File: config.mk
export PLATFORM = sky130hd
export DESIGN_NAME = uart_tx_chan
export DESIGN_NICKNAME = d
export VERILOG_FILES = /design/src/rtl/uart_tx_pkg.sv /design/src/rtl/uart_tx_baud.sv /design/src/rtl/uart_tx_fifo.sv /design/src/rtl/uart_tx_shift.sv /design/src/rtl/uart_tx_chan.sv
export SDC_FILE = /design/constraint.sdc
export NUM_CORES = 1
export LEC_CHECK = 0
export ABC_AREA = 1
export BUFFER_PORTS_ARGS = -buffer_cell sky130_fd_sc_hd__clkbuf_2
export CORE_UTILIZATION = 39
export CTS_BUF_LIST = sky130_fd_sc_hd__clkbuf_2
export DETAILED_ROUTE_END_ITERATION = 6
export HOLD_SLACK_MARGIN = 0.12
export PLACE_DENSITY_LB_ADDON = 0.12
export SETUP_SLACK_MARGIN = 0.1
export SLEW_MARGIN = 15
export SYNTH_ARGS = -nofsm -noshare
export SYNTH_HDL_FRONTEND = slang
export SYNTH_SLANG_ARGS = --single-unit
File: constraint.sdc
create_clock -name clk -period 7.49 [get_ports clk]
set_clock_uncertainty 0.2 [all_clocks]
set_input_delay 1.1235 -clock clk [delete_from_list [all_inputs] [get_ports clk]]
set_output_delay 1.1235 -clock clk [all_outputs]
set_load 0.02 [all_outputs]
File: src/rtl/uart_tx_pkg.sv
package uart_tx_pkg;

    typedef enum logic [2:0] {
        TX_IDLE,
        TX_START,
        TX_DATA,
        TX_PARITY,
        TX_STOP
    } tx_state_e;

    localparam logic [2:0] ADDR_DATA   = 3'd0;
    localparam logic [2:0] ADDR_DIV_LO = 3'd1;
    localparam logic [2:0] ADDR_DIV_HI = 3'd2;
    localparam logic [2:0] ADDR_FORMAT = 3'd3;
    localparam logic [2:0] ADDR_CTRL   = 3'd4;
    localparam logic [2:0] ADDR_STATUS = 3'd5;

    // format register: [4] even parity, [3] parity on, [2] two stops, [1:0] length-5
    typedef struct packed {
        logic       even;
        logic       par_en;
        logic       two_stop;
        logic [1:0] len;
    } frame_fmt_t;

    // control register: [3] prescale, [2] 8x, [1] irq enable, [0] deep queue
    typedef struct packed {
        logic presc;
        logic os8;
        logic irq_en;
        logic deep;
    } chan_ctrl_t;

    localparam frame_fmt_t FMT_RESET = '{even: 1'b0, par_en: 1'b0, two_stop: 1'b0, len: 2'd3};

    function automatic logic [7:0] len_mask(input logic [1:0] len);
        logic [7:0] m;
        unique case (len)
            2'd0: m = 8'h1F;
            2'd1: m = 8'h3F;
            2'd2: m = 8'h7F;
            default: m = 8'hFF;
        endcase
        return m;
    endfunction

endpackage

File: src/rtl/uart_tx_baud.sv
module uart_tx_baud #(
    parameter int DIV_W    = 16,
    parameter int PRESCALE = 4
) (
    input  logic             clk,
    input  logic             rst_n,
    input  logic             run,
    input  logic [DIV_W-1:0] div,
    input  logic             presc_en,
    input  logic             os8,
    output logic             bit_tick
);
    localparam int PRE_W = (PRESCALE > 1) ? $clog2(PRESCALE) : 1;
    localparam logic [PRE_W-1:0] PRE_LAST = PRE_W'(PRESCALE - 1);

    logic [PRE_W-1:0] pre_q;
    logic [DIV_W-1:0] cnt_q;
    logic [3:0]       sub_q;
    logic             step;
    logic             samp;
    logic [3:0]       sub_last;

    // zero divisor wraps to all ones, giving a full 2^DIV_W count
    always_comb begin
        step     = !presc_en || (pre_q == PRE_LAST);
        samp     = step && (cnt_q == (div - DIV_W'(1)));
        sub_last = os8 ? 4'd7 : 4'd15;
        bit_tick = samp && (sub_q == sub_last);
    end

    always_ff @(posedge clk or negedge rst_n) begin
        if (!rst_n) begin
            pre_q <= '0;
            cnt_q <= '0;
            sub_q <= '0;
        end else if (!run) begin
            pre_q <= '0;
            cnt_q <= '0;
            sub_q <= '0;
        end else begin
            if (presc_en) begin
                pre_q <= step ? '0 : pre_q + PRE_W'(1);
            end
            if (step) begin
                cnt_q <= samp ? '0 : cnt_q + DIV_W'(1);
            end
            if (samp) begin
                sub_q <= (sub_q == sub_last) ? 4'd0 : sub_q + 4'd1;
            end
        end
    end
endmodule

File: src/rtl/uart_tx_fifo.sv
module uart_tx_fifo #(
    parameter int DEPTH = 64
) (
    input  logic                         clk,
    input  logic                         rst_n,
    input  logic                         deep_en,
    input  logic                         push,
    input  logic [7:0]                   din,
    input  logic                         pop,
    output logic [7:0]                   dout,
    output logic                         empty,
    output logic                         full,
    output logic [$clog2(DEPTH+1)-1:0]   count
);
    localparam int AW = (DEPTH > 1) ? $clog2(DEPTH) : 1;
    localparam int CW = $clog2(DEPTH + 1);
    localparam logic [AW-1:0] PTR_LAST = AW'(DEPTH - 1);

    logic [7:0]    mem [DEPTH];
    logic [AW-1:0] wr_ptr_q;
    logic [AW-1:0] rd_ptr_q;
    logic [CW-1:0] cnt_q;
    logic [CW-1:0] limit;
    logic          do_push;
    logic          do_pop;

    always_comb begin
        limit   = deep_en ? CW'(DEPTH) : CW'(1);
        full    = (cnt_q >= limit);
        empty   = (cnt_q == '0);
        do_push = push && !full;
        do_pop  = pop && !empty;
        dout    = mem[rd_ptr_q];
        count   = cnt_q;
    end

    always_ff @(posedge clk) begin
        if (do_push) begin
            mem[wr_ptr_q] <= din;
        end
    end

    always_ff @(posedge clk or negedge rst_n) begin
        if (!rst_n) begin
            wr_ptr_q <= '0;
            rd_ptr_q <= '0;
            cnt_q    <= '0;
        end else begin
            if (do_push) begin
                wr_ptr_q <= (wr_ptr_q == PTR_LAST) ? '0 : wr_ptr_q + AW'(1);
            end
            if (do_pop) begin
                rd_ptr_q <= (rd_ptr_q == PTR_LAST) ? '0 : rd_ptr_q + AW'(1);
            end
            unique case ({do_push, do_pop})
                2'b10:   cnt_q <= cnt_q + CW'(1);
                2'b01:   cnt_q <= cnt_q - CW'(1);
                default: cnt_q <= cnt_q;
            endcase
        end
    end
endmodule

File: src/rtl/uart_tx_shift.sv
module uart_tx_shift
    import uart_tx_pkg::*;
(
    input  logic       clk,
    input  logic       rst_n,
    input  logic       bit_tick,
    input  logic       avail,
    input  logic [7:0] din,
    input  frame_fmt_t fmt,
    output logic       pop,
    output logic       run,
    output logic       txd,
    output tx_state_e  state
);
    tx_state_e  state_q;
    tx_state_e  state_d;
    frame_fmt_t fmt_q;
    logic [7:0] shreg_q;
    logic [2:0] bit_idx_q;
    logic       stop_idx_q;
    logic       par_q;
    logic       last_data;
    logic       last_stop;
    logic       load;

    always_comb begin
        last_data = (bit_idx_q == (3'd4 + {1'b0, fmt_q.len}));
        last_stop = !fmt_q.two_stop || stop_idx_q;
        load      = avail && ((state_q == TX_IDLE) ||
                              (state_q == TX_STOP && bit_tick && last_stop));
        pop       = load;
        run       = (state_q != TX_IDLE);
        state     = state_q;
    end

    // next-state logic
    always_comb begin
        state_d = state_q;
        unique case (state_q)
            TX_IDLE:   if (avail) state_d = TX_START;
            TX_START:  if (bit_tick) state_d = TX_DATA;
            TX_DATA:   if (bit_tick && last_data) state_d = fmt_q.par_en ? TX_PARITY : TX_STOP;
            TX_PARITY: if (bit_tick) state_d = TX_STOP;
            TX_STOP:   if (bit_tick && last_stop) state_d = avail ? TX_START : TX_IDLE;
            default:   state_d = TX_IDLE;
        endcase
    end

    // state register
    always_ff @(posedge clk or negedge rst_n) begin
        if (!rst_n) begin
            state_q <= TX_IDLE;
        end else begin
            state_q <= state_d;
        end
    end

    // frame datapath
    always_ff @(posedge clk or negedge rst_n) begin
        if (!rst_n) begin
            fmt_q      <= FMT_RESET;
            shreg_q    <= '0;
            bit_idx_q  <= '0;
            stop_idx_q <= 1'b0;
            par_q      <= 1'b0;
        end else if (load) begin
            fmt_q      <= fmt;
            shreg_q    <= din;
            bit_idx_q  <= '0;
            stop_idx_q <= 1'b0;
            par_q      <= (^(din & len_mask(fmt.len))) ^ ~fmt.even;
        end else if (bit_tick) begin
            if (state_q == TX_DATA) begin
                shreg_q   <= {1'b0, shreg_q[7:1]};
                bit_idx_q <= bit_idx_q + 3'd1;
            end
            if (state_q == TX_STOP) begin
                stop_idx_q <= 1'b1;
            end
        end
    end

    // line output
    always_comb begin
        unique case (state_q)
            TX_START:  txd = 1'b0;
            TX_DATA:   txd = shreg_q[0];
            TX_PARITY: txd = par_q;
            default:   txd = 1'b1;
        endcase
    end
endmodule

File: src/rtl/uart_tx_chan.sv
module uart_tx_chan
    import uart_tx_pkg::*;
#(
    parameter int FIFO_DEPTH = 64,
    parameter int DIV_W      = 16,
    parameter int PRESCALE   = 4
) (
    input  logic       clk,
    input  logic       rst_n,
    input  logic       wr_en,
    input  logic [2:0] wr_addr,
    input  logic [7:0] wr_data,
    input  logic [2:0] rd_addr,
    output logic [7:0] rd_data,
    output logic       txd,
    output logic       hold_empty,
    output logic       shift_empty,
    output logic       irq
);
    localparam int CW = $clog2(FIFO_DEPTH + 1);

    logic [7:0]  div_lo_q;
    logic [7:0]  div_hi_q;
    frame_fmt_t  fmt_q;
    chan_ctrl_t  ctrl_q;
    logic [15:0] div_full;
    logic [DIV_W-1:0] div_eff;

    logic          push;
    logic          pop;
    logic [7:0]    q_dout;
    logic          q_empty;
    logic          q_full;
    logic [CW-1:0] q_count;
    logic          run;
    logic          bit_tick;
    tx_state_e     sh_state;

    always_ff @(posedge clk or negedge rst_n) begin
        if (!rst_n) begin
            div_lo_q <= 8'd1;
            div_hi_q <= 8'd0;
            fmt_q    <= FMT_RESET;
            ctrl_q   <= '0;
        end else if (wr_en) begin
            unique case (wr_addr)
                ADDR_DIV_LO: div_lo_q <= wr_data;
                ADDR_DIV_HI: div_hi_q <= wr_data;
                ADDR_FORMAT: fmt_q    <= frame_fmt_t'(wr_data[4:0]);
                ADDR_CTRL:   ctrl_q   <= chan_ctrl_t'(wr_data[3:0]);
                default: ;
            endcase
        end
    end

    always_comb begin
        push     = wr_en && (wr_addr == ADDR_DATA);
        div_full = {div_hi_q, div_lo_q};
        div_eff  = div_full[DIV_W-1:0];
    end

    uart_tx_fifo #(.DEPTH(FIFO_DEPTH)) u_queue (
        .clk     (clk),
        .rst_n   (rst_n),
        .deep_en (ctrl_q.deep),
        .push    (push),
        .din     (wr_data),
        .pop     (pop),
        .dout    (q_dout),
        .empty   (q_empty),
        .full    (q_full),
        .count   (q_count)
    );

    uart_tx_baud #(.DIV_W(DIV_W), .PRESCALE(PRESCALE)) u_baud (
        .clk      (clk),
        .rst_n    (rst_n),
        .run      (run),
        .div      (div_eff),
        .presc_en (ctrl_q.presc),
        .os8      (ctrl_q.os8),
        .bit_tick (bit_tick)
    );

    uart_tx_shift u_shift (
        .clk      (clk),
        .rst_n    (rst_n),
        .bit_tick (bit_tick),
        .avail    (!q_empty),
        .din      (q_dout),
        .fmt      (fmt_q),
        .pop      (pop),
        .run      (run),
        .txd      (txd),
        .state    (sh_state)
    );

    always_comb begin
        hold_empty  = q_empty;
        shift_empty = q_empty && (sh_state == TX_IDLE);
        irq         = ctrl_q.irq_en && q_empty;
    end

    always_comb begin
        unique case (rd_addr)
            ADDR_DIV_LO: rd_data = div_lo_q;
            ADDR_DIV_HI: rd_data = div_hi_q;
            ADDR_FORMAT: rd_data = {3'b000, fmt_q};
            ADDR_CTRL:   rd_data = {4'b0000, ctrl_q};
            ADDR_STATUS: rd_data = {5'b00000, irq, shift_empty, hold_empty};
            default:     rd_data = 8'h00;
        endcase
    end
endmodule

==> results.json, run 1 <==
{
  "status": "complete, but fails checks",
  "violations": "design-rule violations",
  "clkSinkCount": 598,
  "postPlaceCellArea_um2": 27100,
  "ys_types": 50,
  "clk_latency_ns": 1.31,
  "fin_crit_ns": 4.82,
  "slew_viol_final": 0,
  "cts_tree": "built",
  "rows": 94,
  "first_iter_violations": 1515,
  "dp_hpwl_um": 43400,
  "synthArstFlopShare_pct": 14.4,
  "ys_seq_elements": 598,
  "antenna_found_initial": 4,
  "drive_gt1_share_pct": 12.7,
  "hp-start": "div_lo_q[1]",
  "pre_cts_ws_ns": 2.68,
  "tightest_slew_ns": 1.13,
  "drt-total-wl_um": 73100,
  "criticalPathCategory": "reg -> reg",
  "wl_per_cell_um": 20.1,
  "r2r-start": "div_lo_q[0]",
  "critPathArrivalTime_ns": 5.81,
  "dieArea_um2": 68100,
  "grt_use_total_pct": 22.0,
  "reg2reg_depth": 27,
  "dieHeight_um": 261,
  "synth_area_um2": 26200,
  "ant_nets": 0,
  "synth_warnings": 0,
  "synth_nets": 2566,
  "rsz0062_at_grt": "no",
  "syn2layout_area_growth_pct": 9.71,
  "min_period_over_period_pct": 64.3,
  "start_kind": "register",
  "holdCritPathClass": "reg -> reg",
  "grt_pass1_wl_um": 111000,
  "clockBufferDepth": 3,
  "overflow": 0,
  "setup.worst_path.end_class": "register",
  "ys_seq_area_share_pct": 67.0,
  "finalHoldViolCount": 0,
  "grt_max_degree": 77,
  "firstDrtPassIters": 7,
  "rrSetupSlack_ns": 2.67,
  "reg2reg_to": "u_queue.count[6]",
  "io-pin-count": 29,
  "cp_common_cell": "nor2_1",
  "numCtsBuffers": 160,
  "crit_slowest_cell": "dfstp_2",
  "hold_path_depth": 2,
  "fin_nets": 2682,
  "via_count": 18600,
  "fin_area_um2": 28700,
  "cts_root_buffer": "clkbuf_2",
  "critPathRequiredTime_ns": 8.48,
  "vias_per_cell": 5.11,
  "ir_worst_vdd_uv": 124,
  "avgSynthCellArea_um2": 10.3,
  "port_buffers": 28,
  "worstHoldEndpoint": "div_lo_q[1]",
  "drv_cap": 0,
  "tns_ns": 0,
  "fin_util_pct": 43.4,
  "powerDensity_nw_per_um2": 234,
  "synth-edff-count": 512,
  "cts_resized": 0,
  "h-tree-depth": 4,
  "drc": 3,
  "syn_inst": 2533,
  "path_clk_slew_ns": 0.10,
  "die_w_um": 261,
  "core_area_um2": 66100,
  "p_leak_nw": 11.3,
  "gp_congestion": 0.861,
  "grt_pass1_vias": 18700,
  "timing.fmax_mhz": 208,
  "path_max_fanout": 21,
  "worst_slack_ns": 2.67,
  "initial_core_util_pct": 39.6,
  "synth_top_flop_cell": "edfxtp_1",
  "relSlewSlack_pct": 24.4,
  "setup_viol": 0,
  "max_stage_delay_ns": 0.56
}
==> Yosys cell counts (3+ instances only) <==
library cell | n | share of area (%)
dfstp_2 | 5 | 0.50
o21ai_0 | 64 | 1.2
nor2_1 | 158 | 2.3
clkinv_1 | 6 | 0.086
buf_2 | 22 | 0.42
ha_1 | 15 | 0.72
nand3_1 | 308 | 5.9
dfrtp_1 | 81 | 7.7
inv_1 | 106 | 1.5
nor3_1 | 20 | 0.38
inv_2 | 4 | 0.057
nand3b_1 | 3 | 0.086
a21oi_1 | 96 | 1.8
nor2_2 | 6 | 0.14
xor2_1 | 30 | 1.0
clkbuf_1 | 56 | 0.80
o21ai_2 | 5 | 0.17
nor4_1 | 3 | 0.072
buf_6 | 6 | 0.26
o22ai_1 | 7 | 0.17
nand2_2 | 3 | 0.072
a221oi_1 | 3 | 0.10
buf_1 | 26 | 0.37
edfxtp_1 | 512 | 59
nand2_1 | 929 | 13
nand4_1 | 13 | 0.31
xnor2_1 | 11 | 0.37
o21ai_1 | 3 | 0.057
==> state kept, by name, indices dropped and copies added, names as in the netlist <==
name and cells:
u_shift.fmt_q 4, u_queue.rd_ptr_q 6, u_shift.par_q 1, div_lo_q 8, u_shift.stop_idx_q 1, u_shift.state 3
fmt_q 5, u_queue.count 7, u_shift.bit_idx_q 3, u_queue.wr_ptr_q 6, u_baud.sub_q 4, u_shift.shreg_q 8
u_queue.mem 512, div_hi_q 8, ctrl_q 4, u_baud.cnt_q 16, u_baud.pre_q 2
==> kinds of logic after synthesis <==
family	synth area share (%)
xor gates and xnor gates	1.37
adders and majority gates	0.794
and+or+nand+nor	23.3
AOI/OAI and AO/OA	3.97
buffers and inverters	3.52
DFF	67.0
==> power by group <==
group          switching [mW]  internal (mW)  leakage, nW
combinational           0.374          0.173         4.50
sequential              0.112           3.70         5.67
clock                    1.36          0.984         1.12
total                    1.85           4.85         11.3
==> final cells by class <==
class	count	area (µm²)
multi-input combinational	1709	7720
tap	864	1080
clock buffer	240	1200
antenna	3	7.51
inverter	116	440
fill	6467	37400
timing repair buffer	64	448
clock inverter	38	265
sequential	598	17500
==> layout by cell type (no fill, tap or decap), types with 20 or more instances in the layout <==
| cell type | Yosys | routed |
|---|---|---|
| a21oi_1 | 96 | 96 |
| buf_4 | 0 | 27 |
| clkbuf_2 | 0 | 266 |
| clkinv_1 | 6 | 30 |
| dfrtp_1 | 81 | 79 |
| edfxtp_1 | 512 | 512 |
| inv_1 | 106 | 105 |
| nand2_1 | 929 | 929 |
| nand3_1 | 308 | 308 |
| nor2_1 | 158 | 157 |
| nor3_1 | 20 | 20 |
| o21ai_0 | 64 | 64 |
| xor2_1 | 30 | 30 |
==> what timing repair did <==
action,CTS,global route
hold buffers,10,0
setup buffers,0,0
hold endpoints to repair,131,0
==> how the worst max path moves through the flow <==
stage	start	to	depth (start not counted)
6_report	div_lo_q[0]	u_queue.count[6]	27
3_5_place_dp	div_lo_q[0]	u_queue.count[6]	26
2_1_floorplan	div_lo_q[0]	u_queue.count[6]	28
4_1_cts	div_lo_q[0]	u_queue.count[6]	27
3_3_place_gp	div_lo_q[0]	u_queue.count[6]	27
5_1_grt	div_lo_q[0]	u_queue.count[6]	26
==> per-stage QoR <==
stage,power [mW],hold slack [ns],std cells
2_1_floorplan,4.20,0.249,2533
3_3_place_gp,4.42,0.270,3341
6_report,6.70,0.293,3632
4_1_cts,6.80,0.121,3629
5_1_grt,7.03,0.247,3632
3_5_place_dp,4.43,0.275,3341
==> worst max-delay path, delay by kind of cell (launching register included) <==
kind | cells | cell delay (ns)
DFF | 1 | 0.56
adders and majority gates | 3 | 1.15
AOI/OAI and AO/OA | 1 | 0.55
buffers and inverters | 5 | 0.37
xor gates and xnor gates | 1 | 0.13
and+or+nand+nor | 17 | 1.72
==> routing by layer <==
layer  GRT usage, %  wire length [µm]
met3           4.82              4240
met5              0                18
met2           34.8             34400
met1           29.2             32500
met4           9.71              1920
(Power assumes the default switching activity.)
==> inputs of run 2 (changes only) <==
==> constraint.sdc (replaced) <==
create_clock -name clk -period 4.1 [get_ports clk]
set_clock_uncertainty 0.2 [all_clocks]
set_input_delay 0.615 -clock clk [delete_from_list [all_inputs] [get_ports clk]]
set_output_delay 0.615 -clock clk [all_outputs]
set_load 0.02 [all_outputs]
==> results.json, run 2 (synthesis gave the netlist of run 1 again) <==
{
  "status": "complete, but fails checks",
  "violations": "design-rule violations",
  "initial_core_util_pct": 39.6,
  "fin_cells": 3748,
  "wl_per_cell_um": 20.0,
  "path_max_fanout": 3,
  "path_clk_slew_ns": 0.09,
  "tns_ns": 0,
  "grt_max_degree": 115,
  "via_count": 19000,
  "drive_gt1_share_pct": 16.4,
  "fin_area_um2": 29800,
  "start_kind": "register",
  "finalPower_mw": 12.2,
  "worst_slack_ns": 0.213,
  "ir_worst_vdd_uv": 199,
  "criticalPathCategory": "reg -> reg",
  "finalHoldViolCount": 0,
  "dieArea_um2": 68100,
  "clkSinkCount": 598,
  "rsz0062_at_grt": "yes",
  "holdCritPathClass": "in -> reg",
  "cp-startpoint": "div_lo_q[0]",
  "grt_pass1_wl_um": 113000,
  "tightest_slew_ns": 1.03,
  "overflow": 0,
  "reg2reg_to": "u_queue.count[6]",
  "relSlewSlack_pct": 31.2,
  "critPathRequiredTime_ns": 5.08,
  "grt_pass1_vias": 18800,
  "h-tree-depth": 4,
  "regMostFlops": "u_queue.mem",
  "cp-endpoint": "u_queue.count[6]",
  "drv_cap": 0,
  "r2r-start": "div_lo_q[0]",
  "gp_congestion": 0.862,
  "first_iter_violations": 1377,
  "port_buffers": 28,
  "reg2reg_depth": 27,
  "rows": 94,
  "critPathArrivalTime_ns": 4.87,
  "min_period_over_period_pct": 94.8,
  "setup_viol": 0,
  "cts_root_buffer": "clkbuf_2",
  "slew_viol_final": 0,
  "clockBufferDepth": 3,
  "fin_crit_ns": 3.89,
  "final_cell_mix": "nand2_1 (924), edfxtp_1 (512), nand3_1 (305)",
  "io-pin-count": 29,
  "numCtsBuffers": 158,
  "syn2layout_area_growth_pct": 14.1,
  "antenna_found_initial": 3,
  "core_area_um2": 66100,
  "cts_tree": "built",
  "dpl.cell_count": 3434,
  "layout_commonest_cell": "nand2_1",
  "powerDensity_nw_per_um2": 408,
  "postPlaceCellArea_um2": 27900,
  "top_regs": "u_queue.mem x512, u_baud.cnt_q x16",
  "clk_latency_ns": 1.32,
  "p_leak_nw": 11.9,
  "dieHeight_um": 261,
  "drc": 3,
  "rrSetupSlack_ns": 0.21,
  "fin_nets": 2804,
  "vias_per_cell": 5.07,
  "setup.worst_path.end_class": "register",
  "largest_reg_flops": 512,
  "pre_cts_ws_ns": 0.0780,
  "drt-total-wl_um": 75100,
  "timing.fmax_mhz": 257,
  "dp_hpwl_um": 46700,
  "firstDrtPassIters": 7,
  "grt_use_total_pct": 22.4,
  "ant_nets": 0,
  "die_w_um": 261
}
[run 2: changes by cell type in the layout (fill, tap and decap cells not counted), moves of 5 or more]
cell / change
clkbuf_2: -13
buf_12: +8
dlygate4sd3_1: +19
nand2_2: +5
buf_4: +96
inv_2: +10
nand2_1: -5
inv_1: -6
[run 2: timing repair]
item / 4_1_cts / 5_1_grt
buffers inserted: 1 / 11
gates resized for setup: 11 / 28
endpoints found under the hold margin: 597 / 0
cloned: 0 / 0
hold buffers: 29 / 0
setup endpoints to repair: 5 / 3
pin swaps: 4 / 25
[run 2: layout make-up]
| cell class | count | area [µm²] |
|---|---|---|
| antenna | 4 | 10.0 |
| clock inverter | 41 | 223 |
| fill | 6457 | 36300 |
| inverter | 116 | 440 |
| tap | 864 | 1080 |
| timing repair buffer | 188 | 1550 |
| clock buffer | 228 | 1140 |
| multi-input combinational | 1709 | 7850 |
| sequential | 598 | 17500 |
[run 2: layer usage]
| layer | vias up | global-route usage, % | part of all wire (%) |
|---|---|---|---|
| met5 | - | 0 | 0 |
| met4 | 0 | 8.98 | 2.7 |
| met3 | 120 | 3.77 | 4.5 |
| met2 | 483 | 35.8 | 47 |
| met1 | 9206 | 30.4 | 45 |
| li1 | 9184 | - | - |
[run 2: worst min path at each step]
stage / startpoint / end / slack [ns] / cells after the start
4_1_cts: wr_data[1] / u_queue.mem[40][1] / 0.13 / 2
2_1_floorplan: rst_n / ctrl_q[0] / 0.12 / 0
5_1_grt: wr_data[1] / u_queue.mem[32][1] / 0.22 / 2
3_5_place_dp: u_shift.fmt_q[2] / u_shift.fmt_q[2] / 0.27 / 2
3_3_place_gp: u_shift.fmt_q[2] / u_shift.fmt_q[2] / 0.27 / 2
6_report: wr_data[1] / u_queue.mem[39][1] / 0.26 / 2
[run 2: report_power, final]
part           switching, mW  total, mW  internal (mW)  leakage (nW)
Sequential             0.205       6.96           6.75          5.67
Clock                   2.46       4.06           1.61          1.06
Combinational          0.731       1.15          0.416          5.17
Total                   3.39       12.2           8.78          11.9
[run 2: worst max-delay path, stage by stage, from the launching register on]
cell and delay [ns]:
dfstp_2 0.56, inv_2 0.05, ha_4 0.21, nand2_2 0.06, inv_2 0.03, nor2_1 0.09, nand4_1 0.11, nor2_2 0.15
nand4_1 0.11, nor2_2 0.17, nand3_4 0.09, nor2_4 0.14, nand4_4 0.10, a21oi_4 0.21, ha_4 0.17, inv_2 0.05
fa_2 0.35, inv_2 0.07, nand3_2 0.06, nand2_2 0.06, inv_2 0.04, nor2_2 0.11, nor2_1 0.05, nor2_1 0.13
nor2_1 0.06, nand2_1 0.07, nand3_2 0.09, xnor2_2 0.14
[run 2: metrics by stage]
stage	utilization, %	hold WS (ns)
6_report	45.1	0.258
2_1_floorplan	-	0.119
5_1_grt	45.1	0.217
3_3_place_gp	42.3	0.266
4_1_cts	44.8	0.126
3_5_place_dp	42.3	0.275
